<file path="src/rtl/alu_cell_pkg.sv">
package alu_cell_pkg;

   typedef enum logic [4:0] {
      OP_NOP   = 5'd0,  OP_PASS  = 5'd1,  OP_IMM   = 5'd2,  OP_ADD   = 5'd3,
      OP_ADDC  = 5'd4,  OP_SUB   = 5'd5,  OP_SUBB  = 5'd6,  OP_AND   = 5'd7,
      OP_OR    = 5'd8,  OP_XOR   = 5'd9,  OP_NOT   = 5'd10, OP_ANY   = 5'd11,
      OP_SHLA  = 5'd12, OP_SHRA  = 5'd13, OP_SHLL  = 5'd14, OP_SHRL  = 5'd15,
      OP_ROL   = 5'd16, OP_ROR   = 5'd17, OP_ROLC  = 5'd18, OP_RORC  = 5'd19,
      OP_SEXT  = 5'd20, OP_ZEXT  = 5'd21, OP_SWAP  = 5'd22, OP_GES   = 5'd23,
      OP_GEU   = 5'd24, OP_GTS   = 5'd25, OP_GTU   = 5'd26, OP_EQ    = 5'd27,
      OP_COUNT = 5'd28, OP_GATE  = 5'd29, OP_JOIN  = 5'd30, OP_SEL   = 5'd31
   } op_e;

   typedef enum logic [1:0] {
      W_FULL = 2'd0,
      W_BYTE = 2'd1,
      W_BIT  = 2'd2,
      W_RSVD = 2'd3
   } wid_e;

endpackage

</file>
<file path="src/rtl/alu_cell_decode.sv">
module alu_cell_decode
   import alu_cell_pkg::*;
(
   input  op_e  op,
   input  wid_e wid,
   output logic legal,
   output logic need_b,
   output logic need_c
);

   logic w_fb;
   assign w_fb = (wid == W_FULL) || (wid == W_BYTE);

   always_comb begin
      legal  = 1'b0;
      need_b = 1'b0;
      need_c = 1'b0;
      case (op)
         OP_NOP:                     legal = 1'b0;
         OP_PASS, OP_IMM, OP_NOT:    legal = (wid != W_RSVD);
         OP_AND, OP_OR, OP_XOR: begin
            legal  = (wid != W_RSVD);
            need_b = 1'b1;
         end
         OP_ADD, OP_SUB: begin
            legal  = w_fb;
            need_b = 1'b1;
         end
         OP_ADDC, OP_SUBB: begin
            legal  = w_fb;
            need_b = 1'b1;
            need_c = 1'b1;
         end
         OP_ANY, OP_COUNT:           legal = w_fb;
         OP_SHLA, OP_SHRA, OP_SHLL, OP_SHRL, OP_ROL, OP_ROR:
                                     legal = (wid == W_FULL);
         OP_ROLC, OP_RORC: begin
            legal  = (wid == W_FULL);
            need_c = 1'b1;
         end
         OP_SEXT, OP_ZEXT, OP_SWAP:  legal = (wid == W_BYTE) || (wid == W_BIT);
         OP_GES, OP_GEU, OP_GTS, OP_GTU, OP_EQ, OP_JOIN: begin
            legal  = w_fb;
            need_b = 1'b1;
         end
         OP_GATE: begin
            legal  = w_fb;
            need_c = 1'b1;
         end
         OP_SEL: begin
            legal  = w_fb;
            need_b = 1'b1;
            need_c = 1'b1;
         end
         default:                    legal = 1'b0;
      endcase
   end

endmodule

</file>
<file path="src/rtl/alu_cell_count.sv">
module alu_cell_count #(
   parameter int CNT_W = 8
) (
   input  logic             clk,
   input  logic             rst_n,
   input  logic             step,
   input  logic [CNT_W-1:0] limit,
   output logic [CNT_W-1:0] nxt,
   output logic             hit
);

   logic [CNT_W-1:0] cnt_q;

   assign nxt = cnt_q + CNT_W'(1);
   assign hit = (nxt == limit);

   always_ff @(posedge clk or negedge rst_n) begin
      if (!rst_n)
         cnt_q <= '0;
      else if (step)
         cnt_q <= hit ? '0 : nxt;
   end

endmodule

</file>
<file path="src/rtl/alu_cell_dp.sv">
module alu_cell_dp
   import alu_cell_pkg::*;
#(
   parameter int DATA_W = 16,
   parameter int CNT_W  = 8
) (
   input  op_e               op,
   input  wid_e              wid,
   input  logic [DATA_W-1:0] a,
   input  logic [DATA_W-1:0] b,
   input  logic              c,
   input  logic [DATA_W-1:0] imm,
   input  logic [CNT_W-1:0]  cnt_nxt,
   input  logic              cnt_hit,
   output logic [DATA_W-1:0] y,
   output logic              f,
   output logic              shut
);

   localparam int DW = DATA_W;
   localparam int HW = DATA_W / 2;

   function automatic logic [DW-1:0] fit(input logic [DW-1:0] v, input wid_e w);
      case (w)
         W_BYTE:  fit = {{HW{1'b0}}, v[HW-1:0]};
         W_BIT:   fit = DW'(v[0]);
         default: fit = v;
      endcase
   endfunction

   logic          ci;
   logic [DW:0]   sum_f, dif_f;
   logic [HW:0]   sum_h, dif_h;
   logic          is_byte;
   logic          ge_s, ge_u, gt_s, gt_u, eq;
   logic [DW-1:0] lg;

   assign is_byte = (wid == W_BYTE);
   assign ci      = ((op == OP_ADDC) || (op == OP_SUBB)) ? c : 1'b0;
   assign sum_f   = {1'b0, a} + {1'b0, b} + (DW+1)'(ci);
   assign dif_f   = {1'b0, a} - {1'b0, b} - (DW+1)'(ci);
   assign sum_h   = {1'b0, a[HW-1:0]} + {1'b0, b[HW-1:0]} + (HW+1)'(ci);
   assign dif_h   = {1'b0, a[HW-1:0]} - {1'b0, b[HW-1:0]} - (HW+1)'(ci);

   always_comb begin
      if (is_byte) begin
         ge_s = $signed(a[HW-1:0]) >= $signed(b[HW-1:0]);
         gt_s = $signed(a[HW-1:0]) >  $signed(b[HW-1:0]);
         ge_u = a[HW-1:0] >= b[HW-1:0];
         gt_u = a[HW-1:0] >  b[HW-1:0];
         eq   = a[HW-1:0] == b[HW-1:0];
      end else begin
         ge_s = $signed(a) >= $signed(b);
         gt_s = $signed(a) >  $signed(b);
         ge_u = a >= b;
         gt_u = a >  b;
         eq   = a == b;
      end
   end

   always_comb begin
      case (op)
         OP_AND:  lg = a & b;
         OP_OR:   lg = a | b;
         OP_XOR:  lg = a ^ b;
         default: lg = ~a;
      endcase
   end

   always_comb begin
      y    = '0;
      f    = 1'b0;
      shut = 1'b0;
      case (op)
         OP_PASS: begin
            y = fit(a, wid);
            f = (wid == W_BIT) & a[0];
         end
         OP_IMM:  y = fit(imm, wid);
         OP_ADD, OP_ADDC: begin
            y = is_byte ? DW'(sum_h[HW-1:0]) : sum_f[DW-1:0];
            f = is_byte ? sum_h[HW] : sum_f[DW];
         end
         OP_SUB, OP_SUBB: begin
            y = is_byte ? DW'(dif_h[HW-1:0]) : dif_f[DW-1:0];
            f = is_byte ? dif_h[HW] : dif_f[DW];
         end
         OP_AND, OP_OR, OP_XOR, OP_NOT: begin
            y = fit(lg, wid);
            f = (wid == W_BIT) & lg[0];
         end
         OP_ANY: begin
            f = is_byte ? |a[HW-1:0] : |a;
            y = DW'(f);
         end
         OP_SHLA, OP_SHLL: begin
            y = {a[DW-2:0], 1'b0};
            f = a[DW-1];
         end
         OP_SHRA: begin
            y = {a[DW-1], a[DW-1:1]};
            f = a[0];
         end
         OP_SHRL: begin
            y = {1'b0, a[DW-1:1]};
            f = a[0];
         end
         OP_ROL: begin
            y = {a[DW-2:0], a[DW-1]};
            f = a[DW-1];
         end
         OP_ROR: begin
            y = {a[0], a[DW-1:1]};
            f = a[0];
         end
         OP_ROLC: begin
            y = {a[DW-2:0], c};
            f = a[DW-1];
         end
         OP_RORC: begin
            y = {c, a[DW-1:1]};
            f = a[0];
         end
         OP_SEXT: y = is_byte ? {{HW{a[HW-1]}}, a[HW-1:0]} : {DW{a[0]}};
         OP_ZEXT: y = fit(a, wid);
         OP_SWAP: y = is_byte ? {a[HW-1:0], a[DW-1:HW]} : {a[DW-1:2], a[0], a[1]};
         OP_GES:  begin f = ge_s; y = DW'(ge_s); end
         OP_GEU:  begin f = ge_u; y = DW'(ge_u); end
         OP_GTS:  begin f = gt_s; y = DW'(gt_s); end
         OP_GTU:  begin f = gt_u; y = DW'(gt_u); end
         OP_EQ:   begin f = eq;   y = DW'(eq);   end
         OP_COUNT: begin
            y = DW'(cnt_nxt);
            f = cnt_hit;
         end
         OP_GATE: begin
            y    = fit(a, wid);
            f    = 1'b1;
            shut = ~c;
         end
         OP_JOIN: y = fit(a, wid);
         OP_SEL: begin
            y = fit(c ? b : a, wid);
            f = c;
         end
         default: begin
            y = '0;
            f = 1'b0;
         end
      endcase
   end

endmodule

</file>
<file path="src/rtl/alu_cell.sv">
module alu_cell
   import alu_cell_pkg::*;
#(
   parameter int DATA_W = 16,
   parameter int CNT_W  = 8
) (
   input  logic              clk,
   input  logic              rst_n,
   input  logic [4:0]        cfg_op,
   input  logic [1:0]        cfg_width,
   input  logic [DATA_W-1:0] cfg_imm,
   input  logic [CNT_W-1:0]  cfg_limit,
   input  logic [DATA_W-1:0] a_dat,
   input  logic              a_vld,
   input  logic [DATA_W-1:0] b_dat,
   input  logic              b_vld,
   input  logic              c_bit,
   input  logic              c_vld,
   output logic [DATA_W-1:0] y_dat,
   output logic              y_vld,
   output logic              f_bit,
   output logic              f_vld
);

   generate
      if (DATA_W < 4 || (DATA_W % 2) != 0) begin : g_bad_width
         $error("alu_cell: DATA_W must be even and at least 4");
      end
      if (CNT_W < 1 || CNT_W > DATA_W) begin : g_bad_count
         $error("alu_cell: CNT_W must lie between 1 and DATA_W");
      end
   endgenerate

   op_e  op;
   wid_e wid;
   assign op  = op_e'(cfg_op);
   assign wid = wid_e'(cfg_width);

   logic legal, need_b, need_c;
   logic fire, emit, shut;
   logic [DATA_W-1:0] y_nxt;
   logic f_nxt;
   logic [CNT_W-1:0] cnt_nxt;
   logic cnt_hit;

   alu_cell_decode u_dec (
      .op     (op),
      .wid    (wid),
      .legal  (legal),
      .need_b (need_b),
      .need_c (need_c)
   );

   assign fire = legal & a_vld & (b_vld | ~need_b) & (c_vld | ~need_c);
   assign emit = fire & ~shut;

   alu_cell_count #(.CNT_W(CNT_W)) u_cnt (
      .clk   (clk),
      .rst_n (rst_n),
      .step  (fire && (op == OP_COUNT)),
      .limit (cfg_limit),
      .nxt   (cnt_nxt),
      .hit   (cnt_hit)
   );

   alu_cell_dp #(.DATA_W(DATA_W), .CNT_W(CNT_W)) u_dp (
      .op      (op),
      .wid     (wid),
      .a       (a_dat),
      .b       (b_dat),
      .c       (c_bit),
      .imm     (cfg_imm),
      .cnt_nxt (cnt_nxt),
      .cnt_hit (cnt_hit),
      .y       (y_nxt),
      .f       (f_nxt),
      .shut    (shut)
   );

   always_ff @(posedge clk or negedge rst_n) begin
      if (!rst_n) begin
         y_vld <= 1'b0;
         f_vld <= 1'b0;
         y_dat <= '0;
         f_bit <= 1'b0;
      end else begin
         y_vld <= emit;
         f_vld <= emit;
         if (emit) begin
            y_dat <= y_nxt;
            f_bit <= f_nxt;
         end
      end
   end

endmodule

</file>
<file path="config.mk">
export PLATFORM = sky130hd
export DESIGN_NAME = alu_cell
export DESIGN_NICKNAME = d
export VERILOG_FILES = /design/src/rtl/alu_cell_pkg.sv /design/src/rtl/alu_cell_decode.sv /design/src/rtl/alu_cell_count.sv /design/src/rtl/alu_cell_dp.sv /design/src/rtl/alu_cell.sv
export SDC_FILE = /design/constraint.sdc
export NUM_CORES = 1
export LEC_CHECK = 0
export BUFFER_PORTS_ARGS = -buffer_cell sky130_fd_sc_hd__buf_2
export CAP_MARGIN = 30
export CORE_MARGIN = 5
export CORE_UTILIZATION = 50
export DETAILED_ROUTE_END_ITERATION = 7
export HOLD_SLACK_MARGIN = 0.02
export PLACE_DENSITY = 0.68
export SLEW_MARGIN = 20
export SYNTH_ARGS = -nofsm -noshare
export SYNTH_HDL_FRONTEND = slang
export SYNTH_SLANG_ARGS = --single-unit
</file>
<file path="constraint.sdc">
create_clock -name clk -period 4.4 [get_ports clk]
set_input_delay 0.22 -clock clk [delete_from_list [all_inputs] [get_ports clk]]
set_output_delay 0.22 -clock clk [all_outputs]
set_load 0.01 [all_outputs]
</file>
==> results.sh <==
export IMPL_synth_area_um2=5960
export IMPL_place_ws_ns=0.634
export IMPL_hold_start="cfg_imm[9]"
export IMPL_synthTopCellsByArea="ha_1 17%, dfrtp_1 11%, nand2_1 5.7%"
export IMPL_yosysMostFrequentCell="nand2_1"
export IMPL_slowest_delay_ns=0.44
export IMPL_p_sw_frac=0.438
export IMPL_ys_types=86
export IMPL_ff_latch_area_um2=651
export IMPL_grt_max_degree=37
export IMPL_nets=1026
export IMPL_dieArea_um2=14200
export IMPL_syn_area_per_cell_um2=7.24
export IMPL_period_share=0.801
export IMPL_antenna_found_initial=0
export IMPL_rsz0062_at_grt="false"
export IMPL_cap_viol_max_count=0
export IMPL_reg2reg_setup_slack_ns=1.64
export IMPL_comb_power_share=0.568
export IMPL_ir_drop_v=0.000200
export IMPL_r2r_cells=9
export IMPL_dpl_hpwl_um=17800
export IMPL_synth_edff_count=0
export IMPL_syn2layout_area_growth_pct=9.28
export IMPL_final_cells=1012
export IMPL_pwr_share_seq=0.231
export IMPL_hold_viol=0
export IMPL_skew_ns=0.00417
export IMPL_crit_arrival_ns=3.70
export IMPL_drive_gt1_frac=0.154
export IMPL_clk_pin_slew_ns=0.07
export IMPL_required_ns=4.57
export IMPL_die_x_um=119
export IMPL_tritoncts="built"
export IMPL_synthCells=824
export IMPL_drcViolationCount=0
export IMPL_syn_num_nets=980
export IMPL_drtIter0Drc=810
export IMPL_fin_tns_setup_ns=0
export IMPL_globalplace_congestion=1.00
export IMPL_cp_slowest_cell="fa_1"
export IMPL_vias=6649
export IMPL_fill_cells=1178
export IMPL_io_pins=88
export IMPL_synth_seq_area_share=0.109
export IMPL_leakage_nw=2.91
export IMPL_min_delay_path_depth=4
export IMPL_antenna_left=0
export IMPL_drv_slew=0
export IMPL_power_internal_mw=0.778
export IMPL_dr_pass1_iters=5
export IMPL_hp_class="in2reg"
export IMPL_fmax_mhz=284
export IMPL_overflow=0
export IMPL_tightest_slew_ns=0.944
export IMPL_status="finished clean"
export IMPL_worst_slack_ns=0.876
export IMPL_totalWireLength_um=22900
export IMPL_cts_sinks=26
export IMPL_worstReg2RegEnd="f_bit$_DFFE_PN0P_"
export IMPL_cts_buffers=3
export IMPL_maxSlewHeadroom=0.367
export IMPL_crit_chain="buf_2, nor2b_2, nand3_1, fa_1, fa_1, o211ai_1, a21o_1, nand3b_1, a21o_1, a21oi_1, xnor2_1, a2111oi_0, a21oi_1, a21o_1"
export IMPL_io_buffers=87
export IMPL_viasPerCell=6.57
export IMPL_yosysTopAreaCell="ha_1"
export IMPL_coreArea_um2=11600
export IMPL_cts_buffer_depth=2
export IMPL_htree_levels=1
export IMPL_wl_per_cell_um=22.6
export IMPL_clkPwrFrac=0.201
export IMPL_gr_usage_all_layers=0.313
export IMPL_grt_pass1_vias=6477
export IMPL_rows=39
export IMPL_fin_crit_ns=3.52
export IMPL_n_antenna_cell=0
export IMPL_clk_latency_ns=0.27
export IMPL_critPathCaptureType="register"
export IMPL_dpl_cell_count=1006
export IMPL_async_flop_share=1.00
export IMPL_p_per_area_nw_per_um2=213
export IMPL_ys_ff_latch=26
export IMPL_min_to="y_dat[9]$_DFFE_PN0P_"
export IMPL_design_power_total_mw=1.39
export IMPL_crit_buf_inv=1
export IMPL_regToRegStartpoint="u_cnt.cnt_q[0]$_DFFE_PN0P_"
export IMPL_grt_first_pass_wirelength_um=35600
export IMPL_cpMostUsedCell="a21o_1"
export IMPL_initial_core_util=0.516
export IMPL_critPathLaunchType="input port"
export IMPL_power_switching_mw=0.608
export IMPL_synth_top_area_frac=0.174
export IMPL_worst_path_max_fanout=24
export IMPL_yosys_warnings=0
export IMPL_synth_commonest_cells="90 x nand2_1, 83 x ha_1, 63 x a21oi_1"
export IMPL_setup_violations=0
export IMPL_yosys_most_used_dff="dfrtp_1"
export IMPL_path_class="in2reg"
export IMPL_die_y_um=119
export IMPL_multiInputGateArea_um2=4810
export IMPL_cts_root_buf="clkbuf_16"
export IMPL_cp_top_family="compound AO/OA/AOI/OAI gates"
==> flip-flops by register name, indices dropped and copies added, names as in the netlist <==
register and cells:
f_bit 1, f_vld 1, y_dat 16, u_cnt.cnt_q 8
==> cells by family (layout without fill, tap and decap cells) <==
logic type / Yosys count / in the layout / synth area share
muxes: 10 / 10 / 0.0172
AOI/OAI and AO/OA: 288 / 288 / 0.336
buffers and inverters: 121 / 166 / 0.0856
adders and majority gates: 87 / 87 / 0.188
and+or+nand+nor: 253 / 253 / 0.206
xor gates and xnor gates: 39 / 39 / 0.0586
DFF: 26 / 26 / 0.109
==> stage by stage <==
step                hold WS, ns   util  area, µm²
global placement          0.267  0.553       6390
floorplan               -0.0756      -       5960
CTS                       0.329  0.563       6510
global route              0.370  0.563       6520
detailed placement        0.276  0.553       6390
finish                    0.330  0.563       6520
==> power groups by stage <==
stage | clock network, mW | registers (mW) | logic, mW
floorplan | 0 | 0.345 | 0.496
global placement | 0 | 0.323 | 0.762
detailed placement | 0 | 0.325 | 0.771
CTS | 0.281 | 0.320 | 0.776
global route | 0.286 | 0.327 | 0.860
finish | 0.278 | 0.321 | 0.787
==> routing by layer <==
metal / wire length (µm) / vias to the layer above / global-route usage
met5: 0 / - / 0
met4: 1350 / 0 / 0.162
met3: 2190 / 81 / 0.0592
met2: 10200 / 358 / 0.492
met1: 9170 / 3117 / 0.409
li1: - / 3093 / -
==> cell type report <==
cell class	count	area share
clock buffer	3	0.0115
clock inverter	1	0.00461
inverter	60	0.0346
timing repair buffer	102	0.0841
tap	143	0.0275
multi-input combinational	677	0.738
sequential	26	0.0999
==> placed cells by master (no fill, tap or decap), types with 15 or more instances in the layout <==
| master | count |
|---|---|
| ha_1 | 83 |
| nand2_1 | 90 |
| inv_1 | 59 |
| buf_2 | 88 |
| o21ai_0 | 50 |
| a221oi_1 | 28 |
| xnor2_1 | 27 |
| a22oi_1 | 15 |
| a21oi_1 | 63 |
| dfrtp_1 | 26 |
| nor2_1 | 60 |
==> worst max-delay path by stage <==
stage / from / endpoint / slack [ns] / cells past startpoint
floorplan: cfg_op[4] / y_dat[10]$_DFFE_PN0P_ / 1.13 / 15
global placement: cfg_op[2] / y_dat[13]$_DFFE_PN0P_ / 0.70 / 16
detailed placement: cfg_op[2] / y_dat[13]$_DFFE_PN0P_ / 0.63 / 16
CTS: cfg_op[2] / y_dat[13]$_DFFE_PN0P_ / 0.89 / 16
global route: cfg_op[2] / y_dat[13]$_DFFE_PN0P_ / 0.56 / 16
finish: cfg_op[2] / y_dat[10]$_DFFE_PN0P_ / 0.88 / 14
==> what timing repair did <==
item                                   in CTS  in global routing
endpoints found under the hold margin      26                  0
buffers inserted                            0                  0
gates resized for setup                     0                  0
hold buffers                                1                  0
==> worst reg2reg max path, stage by stage, from the launching register on <==
cell       delay, ns
dfrtp_1         0.46
ha_1            0.30
and3_1          0.22
and3_1          0.21
xnor2_1         0.41
xnor2_1         0.17
nor3_1          0.07
o21a_1          0.22
a2111oi_1       0.43
a31oi_1         0.14
Note: power is estimated with default switching activity, not from simulation.
